**src/rtl/alu_pkg.sv**
```systemverilog
package alu_pkg;

  typedef enum logic [3:0] {
    OP_ADD  = 4'd0,
    OP_ADC  = 4'd1,
    OP_SUB  = 4'd2,
    OP_SBB  = 4'd3,
    OP_INC  = 4'd4,
    OP_DEC  = 4'd5,
    OP_NEG  = 4'd6,
    OP_CMP  = 4'd7,
    OP_AND  = 4'd8,
    OP_OR   = 4'd9,
    OP_XOR  = 4'd10,
    OP_NOT  = 4'd11,
    OP_TEST = 4'd12
  } aluOp_e;

  localparam int FLAG_N = 6;
  localparam int FL_CF  = 0;
  localparam int FL_PF  = 1;
  localparam int FL_AF  = 2;
  localparam int FL_ZF  = 3;
  localparam int FL_SF  = 4;
  localparam int FL_OF  = 5;

  localparam logic [FLAG_N-1:0] MASK_ALL   = 6'h3F;
  localparam logic [FLAG_N-1:0] MASK_NO_CF = 6'h3E;
  localparam logic [FLAG_N-1:0] MASK_LOGIC = 6'h3B;

  typedef enum logic [1:0] {
    CIN_ZERO,
    CIN_ONE,
    CIN_FLAG,
    CIN_NFLAG
  } cinSel_e;

  typedef enum logic [2:0] {
    RES_SUM,
    RES_AND,
    RES_OR,
    RES_XOR,
    RES_NOT,
    RES_NONE
  } resSel_e;

  typedef struct packed {
    logic              subtract;
    logic              negate;
    logic              oneB;
    cinSel_e           cinSel;
    resSel_e           resSel;
    logic              writeEn;
    logic [FLAG_N-1:0] updMask;
  } aluStrobe_t;

endpackage

```
**src/rtl/alu_ctrl.sv**
```systemverilog
module alu_ctrl
  import alu_pkg::*;
(
  input  logic [3:0] opcode,
  output aluStrobe_t strobe
);

  always_comb begin
    strobe          = '0;
    strobe.cinSel   = CIN_ZERO;
    strobe.resSel   = RES_NONE;
    case (opcode)
      OP_ADD: begin
        strobe.resSel = RES_SUM; strobe.writeEn = 1'b1; strobe.updMask = MASK_ALL;
      end
      OP_ADC: begin
        strobe.resSel = RES_SUM; strobe.cinSel = CIN_FLAG;
        strobe.writeEn = 1'b1; strobe.updMask = MASK_ALL;
      end
      OP_SUB, OP_CMP: begin
        strobe.resSel = RES_SUM; strobe.subtract = 1'b1; strobe.cinSel = CIN_ONE;
        strobe.writeEn = (opcode == OP_SUB); strobe.updMask = MASK_ALL;
      end
      OP_SBB: begin
        strobe.resSel = RES_SUM; strobe.subtract = 1'b1; strobe.cinSel = CIN_NFLAG;
        strobe.writeEn = 1'b1; strobe.updMask = MASK_ALL;
      end
      OP_INC: begin
        strobe.resSel = RES_SUM; strobe.oneB = 1'b1;
        strobe.writeEn = 1'b1; strobe.updMask = MASK_NO_CF;
      end
      OP_DEC: begin
        strobe.resSel = RES_SUM; strobe.oneB = 1'b1; strobe.subtract = 1'b1;
        strobe.cinSel = CIN_ONE; strobe.writeEn = 1'b1; strobe.updMask = MASK_NO_CF;
      end
      OP_NEG: begin
        strobe.resSel = RES_SUM; strobe.negate = 1'b1; strobe.subtract = 1'b1;
        strobe.cinSel = CIN_ONE; strobe.writeEn = 1'b1; strobe.updMask = MASK_ALL;
      end
      OP_AND, OP_TEST: begin
        strobe.resSel = RES_AND; strobe.writeEn = (opcode == OP_AND);
        strobe.updMask = MASK_LOGIC;
      end
      OP_OR: begin
        strobe.resSel = RES_OR; strobe.writeEn = 1'b1; strobe.updMask = MASK_LOGIC;
      end
      OP_XOR: begin
        strobe.resSel = RES_XOR; strobe.writeEn = 1'b1; strobe.updMask = MASK_LOGIC;
      end
      OP_NOT: begin
        strobe.resSel = RES_NOT; strobe.writeEn = 1'b1;
      end
      default: begin
        strobe.resSel = RES_NONE;
      end
    endcase
  end

endmodule

```
**src/rtl/alu_datapath.sv**
```systemverilog
module alu_datapath
  import alu_pkg::*;
#(
  parameter int DATA_W   = 16,
  parameter int NARROW_W = 8
) (
  input  aluStrobe_t         strobe,
  input  logic               wordMode,
  input  logic [DATA_W-1:0]  opA,
  input  logic [DATA_W-1:0]  opB,
  input  logic               carryIn,
  output logic [DATA_W-1:0]  result,
  output logic [FLAG_N-1:0]  newFlags
);

  localparam int IDX_W  = $clog2(DATA_W + 1);
  localparam int HI_W   = DATA_W - NARROW_W;

  logic [DATA_W-1:0] widthMask;
  logic [DATA_W-1:0] aOp, bRaw, bEff;
  logic [DATA_W:0]   sum;
  logic              cin;
  logic [IDX_W-1:0]  topIdx;
  logic [IDX_W-1:0]  carryIdx;
  logic              isLogic;
  logic              aTop, bTop, sTop;

  assign widthMask = wordMode ? {DATA_W{1'b1}} : {{HI_W{1'b0}}, {NARROW_W{1'b1}}};
  assign topIdx    = wordMode ? IDX_W'(DATA_W - 1) : IDX_W'(NARROW_W - 1);
  assign carryIdx  = wordMode ? IDX_W'(DATA_W) : IDX_W'(NARROW_W);

  assign aOp  = strobe.negate ? '0 : (opA & widthMask);
  assign bRaw = strobe.negate ? opA : (strobe.oneB ? DATA_W'(1) : opB);
  assign bEff = (strobe.subtract ? ~bRaw : bRaw) & widthMask;

  always_comb begin
    case (strobe.cinSel)
      CIN_ONE:   cin = 1'b1;
      CIN_FLAG:  cin = carryIn;
      CIN_NFLAG: cin = ~carryIn;
      default:   cin = 1'b0;
    endcase
  end

  assign sum = {1'b0, aOp} + {1'b0, bEff} + (DATA_W + 1)'(cin);

  always_comb begin
    case (strobe.resSel)
      RES_SUM: result = sum[DATA_W-1:0] & widthMask;
      RES_AND: result = opA & opB & widthMask;
      RES_OR:  result = (opA | opB) & widthMask;
      RES_XOR: result = (opA ^ opB) & widthMask;
      RES_NOT: result = ~opA & widthMask;
      default: result = '0;
    endcase
  end

  assign isLogic = (strobe.resSel == RES_AND) || (strobe.resSel == RES_OR) ||
                   (strobe.resSel == RES_XOR);
  assign aTop = aOp[topIdx];
  assign bTop = bEff[topIdx];
  assign sTop = sum[topIdx];

  always_comb begin
    newFlags        = '0;
    newFlags[FL_ZF] = (result == '0);
    newFlags[FL_SF] = result[topIdx];
    newFlags[FL_PF] = ~^result[NARROW_W-1:0];
    if (!isLogic) begin
      newFlags[FL_CF] = sum[carryIdx] ^ strobe.subtract;
      newFlags[FL_OF] = (aTop == bTop) && (sTop != aTop);
      newFlags[FL_AF] = aOp[4] ^ bEff[4] ^ sum[4] ^ strobe.subtract;
    end
  end

endmodule

```
**src/rtl/bw_flag_alu.sv**
```systemverilog
module bw_flag_alu
  import alu_pkg::*;
#(
  parameter int DATA_W   = 16,
  parameter int NARROW_W = 8
) (
  input  logic [3:0]        opcode,
  input  logic              wordMode,
  input  logic [DATA_W-1:0] opA,
  input  logic [DATA_W-1:0] opB,
  input  logic [FLAG_N-1:0] flagsIn,
  output logic [DATA_W-1:0] result,
  output logic              resultWe,
  output logic [FLAG_N-1:0] flagsOut,
  output logic [FLAG_N-1:0] flagsUpd
);

  localparam int HI_W = DATA_W - NARROW_W;

  aluStrobe_t        strobe;
  logic [FLAG_N-1:0] newFlags;

  alu_ctrl u_ctrl (
    .opcode (opcode),
    .strobe (strobe)
  );

  alu_datapath #(
    .DATA_W   (DATA_W),
    .NARROW_W (NARROW_W)
  ) u_dp (
    .strobe   (strobe),
    .wordMode (wordMode),
    .opA      (opA),
    .opB      (opB),
    .carryIn  (flagsIn[FL_CF]),
    .result   (result),
    .newFlags (newFlags)
  );

  assign resultWe = strobe.writeEn;
  assign flagsUpd = strobe.updMask;

  for (genvar i = 0; i < FLAG_N; i++) begin : g_flagMerge
    assign flagsOut[i] = strobe.updMask[i] ? newFlags[i] : flagsIn[i];
  end

  always_comb begin
    if (opcode == OP_INC || opcode == OP_DEC) begin
      assert_keep_carry_R3: assert (!flagsUpd[FL_CF] && flagsOut[FL_CF] == flagsIn[FL_CF])
        else $error("carry changed by increment/decrement");
    end
    if (opcode == OP_CMP || opcode == OP_TEST) begin
      assert_no_write_R5: assert (!resultWe) else $error("compare/test wrote result");
    end
    if (opcode == OP_AND || opcode == OP_OR || opcode == OP_XOR || opcode == OP_TEST) begin
      assert_logic_clear_R6: assert (!flagsOut[FL_CF] && !flagsOut[FL_OF])
        else $error("logic op left carry or overflow set");
    end
    if (opcode == OP_NOT) begin
      assert_not_flags_R7: assert (flagsUpd == '0 && flagsOut == flagsIn)
        else $error("NOT touched flags");
    end
    if (!wordMode) begin
      assert_upper_zero_R9: assert (result[DATA_W-1:NARROW_W] == HI_W'(0))
        else $error("byte mode upper result nonzero");
    end
    if (opcode > OP_TEST) begin
      assert_idle_op_R11: assert (!resultWe && flagsUpd == '0 && result == '0)
        else $error("unused opcode had an effect");
    end
  end

endmodule

```
**config.mk**
```make
export PLATFORM = sky130hd
export DESIGN_NAME = bw_flag_alu
export DESIGN_NICKNAME = d
export VERILOG_FILES = /design/src/rtl/alu_pkg.sv /design/src/rtl/alu_ctrl.sv /design/src/rtl/alu_datapath.sv /design/src/rtl/bw_flag_alu.sv
export SDC_FILE = /design/constraint.sdc
export NUM_CORES = 1
export LEC_CHECK = 0
export ABC_AREA = 1
export CAP_MARGIN = 40
export CORE_MARGIN = 8
export CORE_UTILIZATION = 54
export DETAILED_ROUTE_END_ITERATION = 12
export GPL_ROUTABILITY_DRIVEN = 0
export GPL_TIMING_DRIVEN = 1
export PLACE_DENSITY = 0.85
export SYNTH_ARGS = -nofsm -noshare
export SYNTH_HDL_FRONTEND = slang
export SYNTH_SLANG_ARGS = --single-unit
```
**constraint.sdc**
```tcl
create_clock -name vclk -period 7
set_input_delay 1.4 -clock vclk [all_inputs]
set_output_delay 1.4 -clock vclk [all_outputs]
set_load 0.05 [all_outputs]
```
==> results.sh <==
export IMPL_power_mw=0.503
export IMPL_track_usage=0.249
export IMPL_ir_drop_v=0.000185
export IMPL_drt_pre_antenna_iters=5
export IMPL_io_buffers=72
export IMPL_overflow=0
export IMPL_slowest_stage="clkdlybuf4s50_1"
export IMPL_drtAntennaViolNets=0
export IMPL_synth_cell_type_count=41
export IMPL_hold_path_class="in2out"
export IMPL_hold_violations=0
export IMPL_dieHeight_um=92.2
export IMPL_fin_hold_ws_ps=3490
export IMPL_fp_dieW_um=92.2
export IMPL_antenna_found_initial=0
export IMPL_cpMostUsedCell="inv_2"
export IMPL_endpoint_kind="output port"
export IMPL_fin_crit_ps=6700
export IMPL_worst_pin_slew_ps=602
export IMPL_setup_slack_ps=298
export IMPL_maxCapViolations=0
export IMPL_pre_cts_ws_ps=139
export IMPL_stdcell_area_sq_mm=0.00394
export IMPL_dpl_cell_area_sq_mm=0.00393
export IMPL_worstPathRequired_ps=5600
export IMPL_layout_cells_non_filler=695
export IMPL_rsz0062_at_grt="no"
export IMPL_die_area_sq_mm=0.00850
export IMPL_first_global_vias=3856
export IMPL_syn_inst=559
export IMPL_ys_warn_count=0
export IMPL_synth_nets=655
export IMPL_fill_cells=520
export IMPL_power_density_mw_per_mm2=128
export IMPL_drc=0
export IMPL_outcome="completed"
export IMPL_utilization=0.706
export IMPL_post_synth_cell_area_avg_sq_um=5.61
export IMPL_coreArea_sq_mm=0.00557
export IMPL_timing_final_crit_share=0.957
export IMPL_detailedRoute_firstIterationViolations=255
export IMPL_wl_um=10800
export IMPL_critPathKind="in2out"
export IMPL_critPathLaunchType="primary input"
export IMPL_cpPeakStageDelay_ps=530
export IMPL_crit_path_max_fanout=10
export IMPL_final_layout_size_suffix_gt1_frac=0.0803
export IMPL_via_count=3936
export IMPL_grt_max_degree=20
export IMPL_clock_buffers=0
export IMPL_slew_headroom=0.598
export IMPL_dpl_cell_count=695
export IMPL_rows=27
export IMPL_seq_cell_count=0
export IMPL_yosysSeqAreaShare=0
export IMPL_arrival_ps=5300
export IMPL_synthesis_area_sq_mm=0.00314
export IMPL_fmax_mhz=149
export IMPL_fin_setup_tns_ps=0
export IMPL_start_util=0.563
export IMPL_multi_input_comb_area_sq_mm=0.00259
export IMPL_hpwl_um=8980
export IMPL_path_cells="clkdlybuf4s50_1, inv_2, nor2_4, inv_2, nor2_8, inv_2, o22ai_1, xor2_1, fa_1, inv_1, fa_2, nand3_1, nand3_1, nand2_1, nand2_1, o21ai_1, a21oi_1, nor3_2, inv_1, ha_1, xor2_1, xnor2_1, o21ai_2, buf_12"
export IMPL_grt_pass1_wl_um=17800
export IMPL_finalMaxSlewViolations=0
export IMPL_routedWlPerCell_um=15.6
export IMPL_routed_via_density=5.66
export IMPL_leakage_nw=2.23
export IMPL_setup_viol=0
export IMPL_antennaDiodeCount=0
export IMPL_nets=721
export IMPL_holdBufCountCts=0
export IMPL_syn_to_final_growth_pct=25.5
export IMPL_seqCellArea_sq_um=0
export IMPL_ios=72
==> where the power goes <==
part / internal [mW] / switching (mW)
Sequential: 0 / 0
Combinational: 0.188 / 0.315
Clock: 0 / 0
Total: 0.188 / 0.315
==> final cells by class <==
cell class | count | share of cell area
well taps | 72 | 0.0229
repair buffers | 79 | 0.207
multi-input cells | 430 | 0.659
inverters | 114 | 0.111
==> critical path, delay by kind of cell <==
| family | cells | cell delay (ps) |
|---|---|---|
| and+or+nand+nor | 7 | 800 |
| buffers and inverters | 7 | 1080 |
| adders and majority gates | 3 | 920 |
| xor gates and xnor gates | 3 | 560 |
| AOI/OAI and AO/OA | 4 | 530 |
==> worst paths after layout <==
path,start,to,slack [ps],cells past startpoint
worst min-delay path,flagsIn[1],flagsOut[1],3490,4
worst max-delay path,opcode[2],flagsOut[1],300,24
==> routing by layer <==
layer | track usage | wire length, um | vias up
li1 | - | - | 1929
met1 | 0.266 | 4130 | 1756
met2 | 0.469 | 5370 | 220
met3 | 0.0383 | 967 | 31
met4 | 0.107 | 384 | 0
met5 | 0 | 0 | -
==> cells in the mapped netlist, types with 2 or more instances <==
library cell | count | area [sq um]
nand2_4 | 4 | 45.0
xor2_1 | 13 | 114
o22ai_1 | 16 | 100
nor2_4 | 3 | 33.8
and2_1 | 3 | 18.8
nor2_8 | 2 | 40.0
o211ai_1 | 3 | 22.5
inv_2 | 8 | 30.0
nor2_1 | 47 | 176
nand3_1 | 47 | 235
nor3_1 | 2 | 10.0
o21ai_0 | 29 | 145
a221oi_1 | 3 | 26.3
nand4_1 | 6 | 37.5
buf_2 | 5 | 25.0
inv_1 | 102 | 383
a31oi_1 | 3 | 18.8
inv_4 | 3 | 18.8
xnor2_1 | 4 | 35.0
buf_4 | 5 | 37.5
fa_1 | 2 | 40.0
ha_1 | 51 | 638
a21oi_1 | 26 | 130
nand3b_1 | 2 | 15.0
buf_6 | 4 | 45.0
a211oi_1 | 2 | 15.0
nand2_2 | 4 | 25.0
nand2_1 | 147 | 552
==> what timing repair did <==
item | CTS | global route
endpoints found under the setup margin | 0 | 1
gates resized for setup | 0 | 4
setup buffers | 0 | 0
==> placed cells by master (no fill, tap or decap), types with 2 or more instances in the layout <==
cell type and n:
a211oi_1 2, a21oi_1 26, a221oi_1 3, a31oi_1 3, and2_1 3, buf_12 5, buf_4 12, clkdlybuf4s50_1 61
ha_1 51, inv_1 102, inv_2 7, inv_4 4, nand2_1 147, nand2_2 4, nand2_4 4, nand3_1 47
nand3b_1 2, nand4_1 6, nor2_1 47, nor2_4 3, nor2_8 2, nor3_1 2, o211ai_1 3, o21ai_0 27
o21ai_1 2, o21ai_2 2, o22ai_1 16, xnor2_1 4, xor2_1 13
==> cells by family after synthesis <==
group	synth area share
xor gates and xnor gates	0.0527
adders and majority gates	0.216
buffers and inverters	0.174
AOI/OAI and AO/OA	0.158
and+or+nand+nor	0.398
(Power assumes the default switching activity.)
